**src/rtl/pcx_pkg.sv**
```systemverilog
package pcx_pkg;

    typedef enum logic {
        MODE_USER  = 1'b0,
        MODE_SUPER = 1'b1
    } mode_e;

    typedef enum logic [1:0] {
        CAUSE_NONE  = 2'd0,
        CAUSE_SYNC  = 2'd1,
        CAUSE_ASYNC = 2'd2
    } cause_e;

endpackage

```
**src/rtl/pcx_exc_arb.sv**
```systemverilog
module pcx_exc_arb
    import pcx_pkg::*;
(
    input  logic   illop_i,
    input  logic   irq_i,
    input  logic   super_i,
    output cause_e cause_o
);

    // Synchronous fault outranks an interrupt; interrupts are masked in supervisor mode.
    always_comb begin
        if (illop_i)
            cause_o = CAUSE_SYNC;
        else if (irq_i && !super_i)
            cause_o = CAUSE_ASYNC;
        else
            cause_o = CAUSE_NONE;
    end

endmodule

```
**src/rtl/pcx_mode_fsm.sv**
```systemverilog
module pcx_mode_fsm
    import pcx_pkg::*;
(
    input  logic   clk,
    input  logic   rst_n,
    input  cause_e cause_i,
    input  logic   br_taken_i,
    input  logic   br_tgt_msb_i,
    output mode_e  mode_o
);

    mode_e state_q, state_d;

    // Next-state process.
    always_comb begin
        state_d = state_q;
        if (cause_i != CAUSE_NONE) begin
            state_d = MODE_SUPER;                       // ENTER
        end else begin
            unique case (state_q)
                MODE_SUPER: begin
                    if (br_taken_i && !br_tgt_msb_i)
                        state_d = MODE_USER;            // DROP
                end
                MODE_USER: state_d = MODE_USER;         // HOLD
                default:   state_d = MODE_SUPER;
            endcase
        end
    end

    // State register.
    always_ff @(posedge clk) begin
        if (!rst_n)
            state_q <= MODE_SUPER;
        else
            state_q <= state_d;
    end

    assign mode_o = state_q;


    enter_super_chk: assert property (@(posedge clk) disable iff (!rst_n)
        (cause_i != CAUSE_NONE) |=> (state_q == MODE_SUPER));


    no_user_raise_chk: assert property (@(posedge clk) disable iff (!rst_n)
        (state_q == MODE_USER && cause_i == CAUSE_NONE) |=> (state_q == MODE_USER));

endmodule

```
**src/rtl/pcx_wb_ctrl.sv**
```systemverilog
module pcx_wb_ctrl #(
    parameter int XLEN   = 32,
    parameter int RA_W   = 5,
    parameter int XP_IDX = 30
) (
    input  logic            take_i,
    input  logic [XLEN-1:0] ret_addr_i,
    input  logic            dec_rf_we_i,
    input  logic [RA_W-1:0] dec_rf_wa_i,
    input  logic [XLEN-1:0] dec_rf_wd_i,
    input  logic            dec_mem_we_i,
    output logic            rf_we_o,
    output logic [RA_W-1:0] rf_wa_o,
    output logic [XLEN-1:0] rf_wd_o,
    output logic            mem_we_o
);

    localparam logic [RA_W-1:0] XP_ADDR = RA_W'(XP_IDX);

    always_comb begin
        if (take_i) begin
            rf_we_o  = 1'b1;
            rf_wa_o  = XP_ADDR;
            rf_wd_o  = ret_addr_i;
            mem_we_o = 1'b0;
        end else begin
            rf_we_o  = dec_rf_we_i;
            rf_wa_o  = dec_rf_wa_i;
            rf_wd_o  = dec_rf_wd_i;
            mem_we_o = dec_mem_we_i;
        end
    end

endmodule

```
**src/rtl/pcx_pc_unit.sv**
```systemverilog
module pcx_pc_unit
    import pcx_pkg::*;
#(
    parameter int XLEN      = 32,
    parameter int RA_W      = 5,
    parameter int XP_IDX    = 30,
    parameter int SYNC_VEC  = 4,
    parameter int ASYNC_VEC = 8,
    parameter int RESET_PC  = 0
) (
    input  logic            clk,
    input  logic            rst_n,
    input  logic            illop_i,
    input  logic            irq_i,
    input  logic            br_taken_i,
    input  logic [XLEN-1:0] br_target_i,
    input  logic            dec_rf_we_i,
    input  logic [RA_W-1:0] dec_rf_wa_i,
    input  logic [XLEN-1:0] dec_rf_wd_i,
    input  logic            dec_mem_we_i,
    output logic [XLEN-1:0] pc_o,
    output logic            super_o,
    output logic            exc_o,
    output logic            rf_we_o,
    output logic [RA_W-1:0] rf_wa_o,
    output logic [XLEN-1:0] rf_wd_o,
    output logic            mem_we_o
);

    localparam logic [XLEN-1:0] ADDR_MASK = {1'b0, {(XLEN-3){1'b1}}, 2'b00};
    localparam logic [XLEN-1:0] V_SYNC    = XLEN'(SYNC_VEC);
    localparam logic [XLEN-1:0] V_ASYNC   = XLEN'(ASYNC_VEC);
    localparam logic [XLEN-1:0] V_RESET   = XLEN'(RESET_PC);

    logic [XLEN-1:0] pc_q, pc_d, pc_inc;
    cause_e          cause;
    mode_e           mode;

    assign pc_inc = pc_q + XLEN'(4);

    pcx_exc_arb u_arb (
        .illop_i (illop_i),
        .irq_i   (irq_i),
        .super_i (mode == MODE_SUPER),
        .cause_o (cause)
    );

    pcx_mode_fsm u_mode (
        .clk          (clk),
        .rst_n        (rst_n),
        .cause_i      (cause),
        .br_taken_i   (br_taken_i),
        .br_tgt_msb_i (br_target_i[XLEN-1]),
        .mode_o       (mode)
    );

    pcx_wb_ctrl #(.XLEN(XLEN), .RA_W(RA_W), .XP_IDX(XP_IDX)) u_wb (
        .take_i       (cause != CAUSE_NONE),
        .ret_addr_i   (pc_inc),
        .dec_rf_we_i  (dec_rf_we_i),
        .dec_rf_wa_i  (dec_rf_wa_i),
        .dec_rf_wd_i  (dec_rf_wd_i),
        .dec_mem_we_i (dec_mem_we_i),
        .rf_we_o      (rf_we_o),
        .rf_wa_o      (rf_wa_o),
        .rf_wd_o      (rf_wd_o),
        .mem_we_o     (mem_we_o)
    );

    // Next fetch address selection.
    always_comb begin
        unique case (cause)
            CAUSE_SYNC:  pc_d = V_SYNC;
            CAUSE_ASYNC: pc_d = V_ASYNC;
            default:     pc_d = br_taken_i ? (br_target_i & ADDR_MASK) : pc_inc;
        endcase
    end

    always_ff @(posedge clk) begin
        if (!rst_n)
            pc_q <= V_RESET;
        else
            pc_q <= pc_d;
    end

    assign pc_o    = pc_q;
    assign super_o = (mode == MODE_SUPER);
    assign exc_o   = (cause != CAUSE_NONE);


    sync_vec_chk: assert property (@(posedge clk) disable iff (!rst_n)
        illop_i |=> (pc_q == V_SYNC));


    async_vec_chk: assert property (@(posedge clk) disable iff (!rst_n)
        (irq_i && !illop_i && !super_o) |=> (pc_q == V_ASYNC));


    irq_masked_chk: assert property (@(posedge clk) disable iff (!rst_n)
        (super_o && irq_i && !illop_i) |-> !exc_o);


    xp_write_chk: assert property (@(posedge clk) disable iff (!rst_n)
        exc_o |-> (rf_we_o && rf_wa_o == RA_W'(XP_IDX) && !mem_we_o && rf_wd_o == pc_o + XLEN'(4)));


    seq_step_chk: assert property (@(posedge clk) disable iff (!rst_n)
        (!illop_i && !irq_i && !br_taken_i) |=> (pc_q == $past(pc_q) + XLEN'(4)));

endmodule

```
**config.mk**
```make
export PLATFORM = sky130hd
export DESIGN_NAME = pcx_pc_unit
export DESIGN_NICKNAME = d
export VERILOG_FILES = /design/src/rtl/pcx_pkg.sv /design/src/rtl/pcx_exc_arb.sv /design/src/rtl/pcx_mode_fsm.sv /design/src/rtl/pcx_wb_ctrl.sv /design/src/rtl/pcx_pc_unit.sv
export SDC_FILE = /design/constraint.sdc
export NUM_CORES = 1
export LEC_CHECK = 0
export CORE_MARGIN = 2
export CORE_UTILIZATION = 34
export CTS_CLUSTER_SIZE = 8
export DETAILED_ROUTE_END_ITERATION = 10
export GPL_TIMING_DRIVEN = 0
export PLACE_DENSITY_LB_ADDON = 0.12
export SLEW_MARGIN = 20
export SYNTH_ARGS = -nofsm -noshare
export SYNTH_HDL_FRONTEND = slang
export SYNTH_SLANG_ARGS = --single-unit
```
**constraint.sdc**
```tcl
create_clock -name clk -period 2.5 [get_ports clk]
set_input_delay 0.5 -clock clk [delete_from_list [all_inputs] [get_ports clk]]
set_output_delay 0.5 -clock clk [all_outputs]
set_load 0.02 [all_outputs]
```
==> impl_metrics.ini <==
[min_path]
min_path_cells = 2
min_from = u_mode.mode_o
worstHoldPathType = reg2reg
hold_path_end = u_mode.mode_o

[finish]
num-nets-final = 518
area_delta_synth_final_pct = 95.9
n_antenna_cell = 0
stdcell_area_sq_mm = 0.00391
drive_gt1_frac = 0.253
n_fill_cell = 485
mostFrequentLayoutCell = clkdlybuf4s50_1
layout_common_cells = clkdlybuf4s50_1 (103), a21oi_1 (46), nor2_1 (38)

[critical_path]
timing.rr.start = pc_o[2]
required_ps = 2000
reg2reg_depth = 7
arrival_ps = 2020
crit_type = reg2out
end_kind = output pin
cp_max_fo = 5
cp-start-kind = flop
r2r_slack_ps = 790
reg2reg_to = pc_o[26]

[logic_synthesis]
synthTopCellsByArea = dfxtp_1 (31%), a21oi_1 (14%), xor2_1 (9.7%)
synth.mux.area_fraction = 0.0107
syn_area_sq_mm = 0.00199
synth_edf_count = 0
ys_ff_latch = 31
synth_xor_xnor_area_share = 0.123
synth_adder_area_share = 0.00627
syn_inst = 273
synthSimpleGateAreaFrac = 0.284
synth_cell_types = 32
synthArstFlopShare = 0
synth_top_area_share = 0.311
ys_seq_area_frac = 0.311
synth_compound_area_frac = 0.208
ys_warn_count = 0
synth_flop_cell = dfxtp_1
synth_top_family_by_area = simple AND/OR/NAND/NOR gates
syn-mean-instance-area_sq_um = 7.31
synth.largest_area_cell = dfxtp_1

[cts]
clock_path_buffers = 2
insertion_delay_ps = 290
numCtsBuffers = 5
clock-sinks = 31
cts_tree = built
clkTransAtPathRegs_ps = 60
h-tree-depth = 2
cts-root-buf = clkbuf_8

[sta]
rsz0062_at_grt = yes
worst_slew_pin_slew_ps = 529
final_hold_viol_count = 0
fin_crit_sh = 1.01
drv_slew = 0
setup_ws_ps = -15.9
maxClockFrequency_mhz = 397
final.min_clock_period_ps = 2520
slew_headroom = 0.647
finalSetupViolCount = 1
setup-tns-final_ps = -15.9
fin_worst_skew_ps = 4.91

[status]
violations = setup timing
status = finished with violations

[global_route]
antenna_found_initial = 0
grt_pass1_wl_mm = 11.7
overflow = 0
grt_use_total = 0.234
grt_max_degree = 11
grt_pass1_vias = 2385

[route]
routedWlPerCell_um = 15.3
drc = 0
vias = 2589
first_pass_iters = 4
drt_iter0_markers = 102
avgViaCountPerCell = 5.04
drtAntennaViolNets = 0
drt-total-wl_mm = 7.87

[floorplanning]
ios = 149
start_util = 0.358
die_y_um = 80.6
row_count = 27
die_x_um = 80.6
core_sq_mm = 0.00557
fp.dieArea_sq_mm = 0.00649

[placement]
dpl_cell_area_sq_mm = 0.00353
post-dp-hpwl_mm = 5.65
gp_congestion = 0.768
numPortBuffers = 144

[power]
leakage_nw = 1.61
p_per_area_mw_per_mm2 = 381
ir_worst_vdd_mv = 0.257

[run]
maxCapViolCount = 0
## synthesized netlist by cell type (all sizes together), types with 2 or more instances
master and count:
nand2 14, nor2 40, o21ai 24, a21oi 54, nand3 9, and2 4, nand4b 2, buf 9
dfxtp 31, nand2b 3, or3 5, nor2b 2, inv 4, xor2 22, clkbuf 10, nor3b 2
xnor2 6, and3 9, nand4 9, and4 6, a211oi 2
## power by group
group	leakage (nW)	switching (mW)	internal (mW)	total, mW
Combinational	1.30	0.241	0.262	0.503
Clock	0.0515	0.196	0.251	0.448
Sequential	0.263	0.0274	0.512	0.539
## worst max-delay path by stage
stage / start / end / depth (start not counted)
3_5_place_dp: irq_i / rf_wd_o[22] / 8
6_report: pc_o[2] / rf_wd_o[26] / 8
3_3_place_gp: irq_i / rf_wd_o[22] / 8
2_1_floorplan: pc_o[2] / rf_wd_o[28] / 6
4_1_cts: irq_i / rf_wd_o[9] / 7
5_1_grt: pc_o[2] / rf_wd_o[26] / 8
## critical path: stages, from the launching register on
cell      delay, ps
dfxtp_4         380
ha_4            150
and3_4          200
nor3b_4         210
buf_6           150
nand4b_1        110
xor2_1          260
a21oi_1         110
buf_4           160
## metrics by stage
step | utilization | instances | power (mW) | setup WS (ps) | hold WS [ps]
3_5_place_dp | 0.633 | 490 | 1.05 | -967 | 493
3_3_place_gp | 0.633 | 490 | 1.05 | -942 | 479
4_1_cts | 0.659 | 503 | 1.47 | 3.53 | 544
6_report | 0.701 | 514 | 1.49 | -15.9 | 546
5_1_grt | 0.701 | 514 | 1.56 | -54.0 | 592
2_1_floorplan | - | 274 | 0.760 | 61.4 | 559
## routing by layer
metal | vias to the layer above | track usage | wire length, um
met5 | - | 0 | 0
met4 | 0 | 0.0746 | 116
met3 | 10 | 0.0562 | 630
met2 | 97 | 0.404 | 3970
met1 | 1203 | 0.286 | 3160
li1 | 1279 | - | -
## what timing repair did
action,in CTS,in global routing
buffers inserted,5,9
endpoints found under the hold margin,0,0
gates cloned,0,2
setup endpoints to repair,40,35
pin swaps,1,11
resized for setup,156,65
hold buffers,0,0
## layout make-up
cell class	count	area (sq um)	area share
repair buffers	160	1500	0.383
clock buffers	8	100	0.0256
inverters	4	15.0	0.00384
multi-input cells	220	1400	0.359
well taps	72	90.1	0.0231
plain buffers	19	141	0.0362
flip-flops and latches	31	661	0.169
## sequential cells by signal (all words and copies together), names as in the netlist
signal,count
pc_o,30
u_mode.mode_o,1
## cell families (layout without fill, tap and decap cells)
| kind of cell | count (synthesis) | in the layout |
|---|---|---|
| simple gates | 106 | 106 |
| compound gates | 81 | 81 |
| flops | 31 | 31 |
| xor+xnor | 28 | 28 |
| buf+inv | 23 | 191 |
| mux | 2 | 2 |
| fa+ha+maj | 1 | 1 |
| other cells | 1 | 2 |
Note: power is estimated with default switching activity, not from simulation.
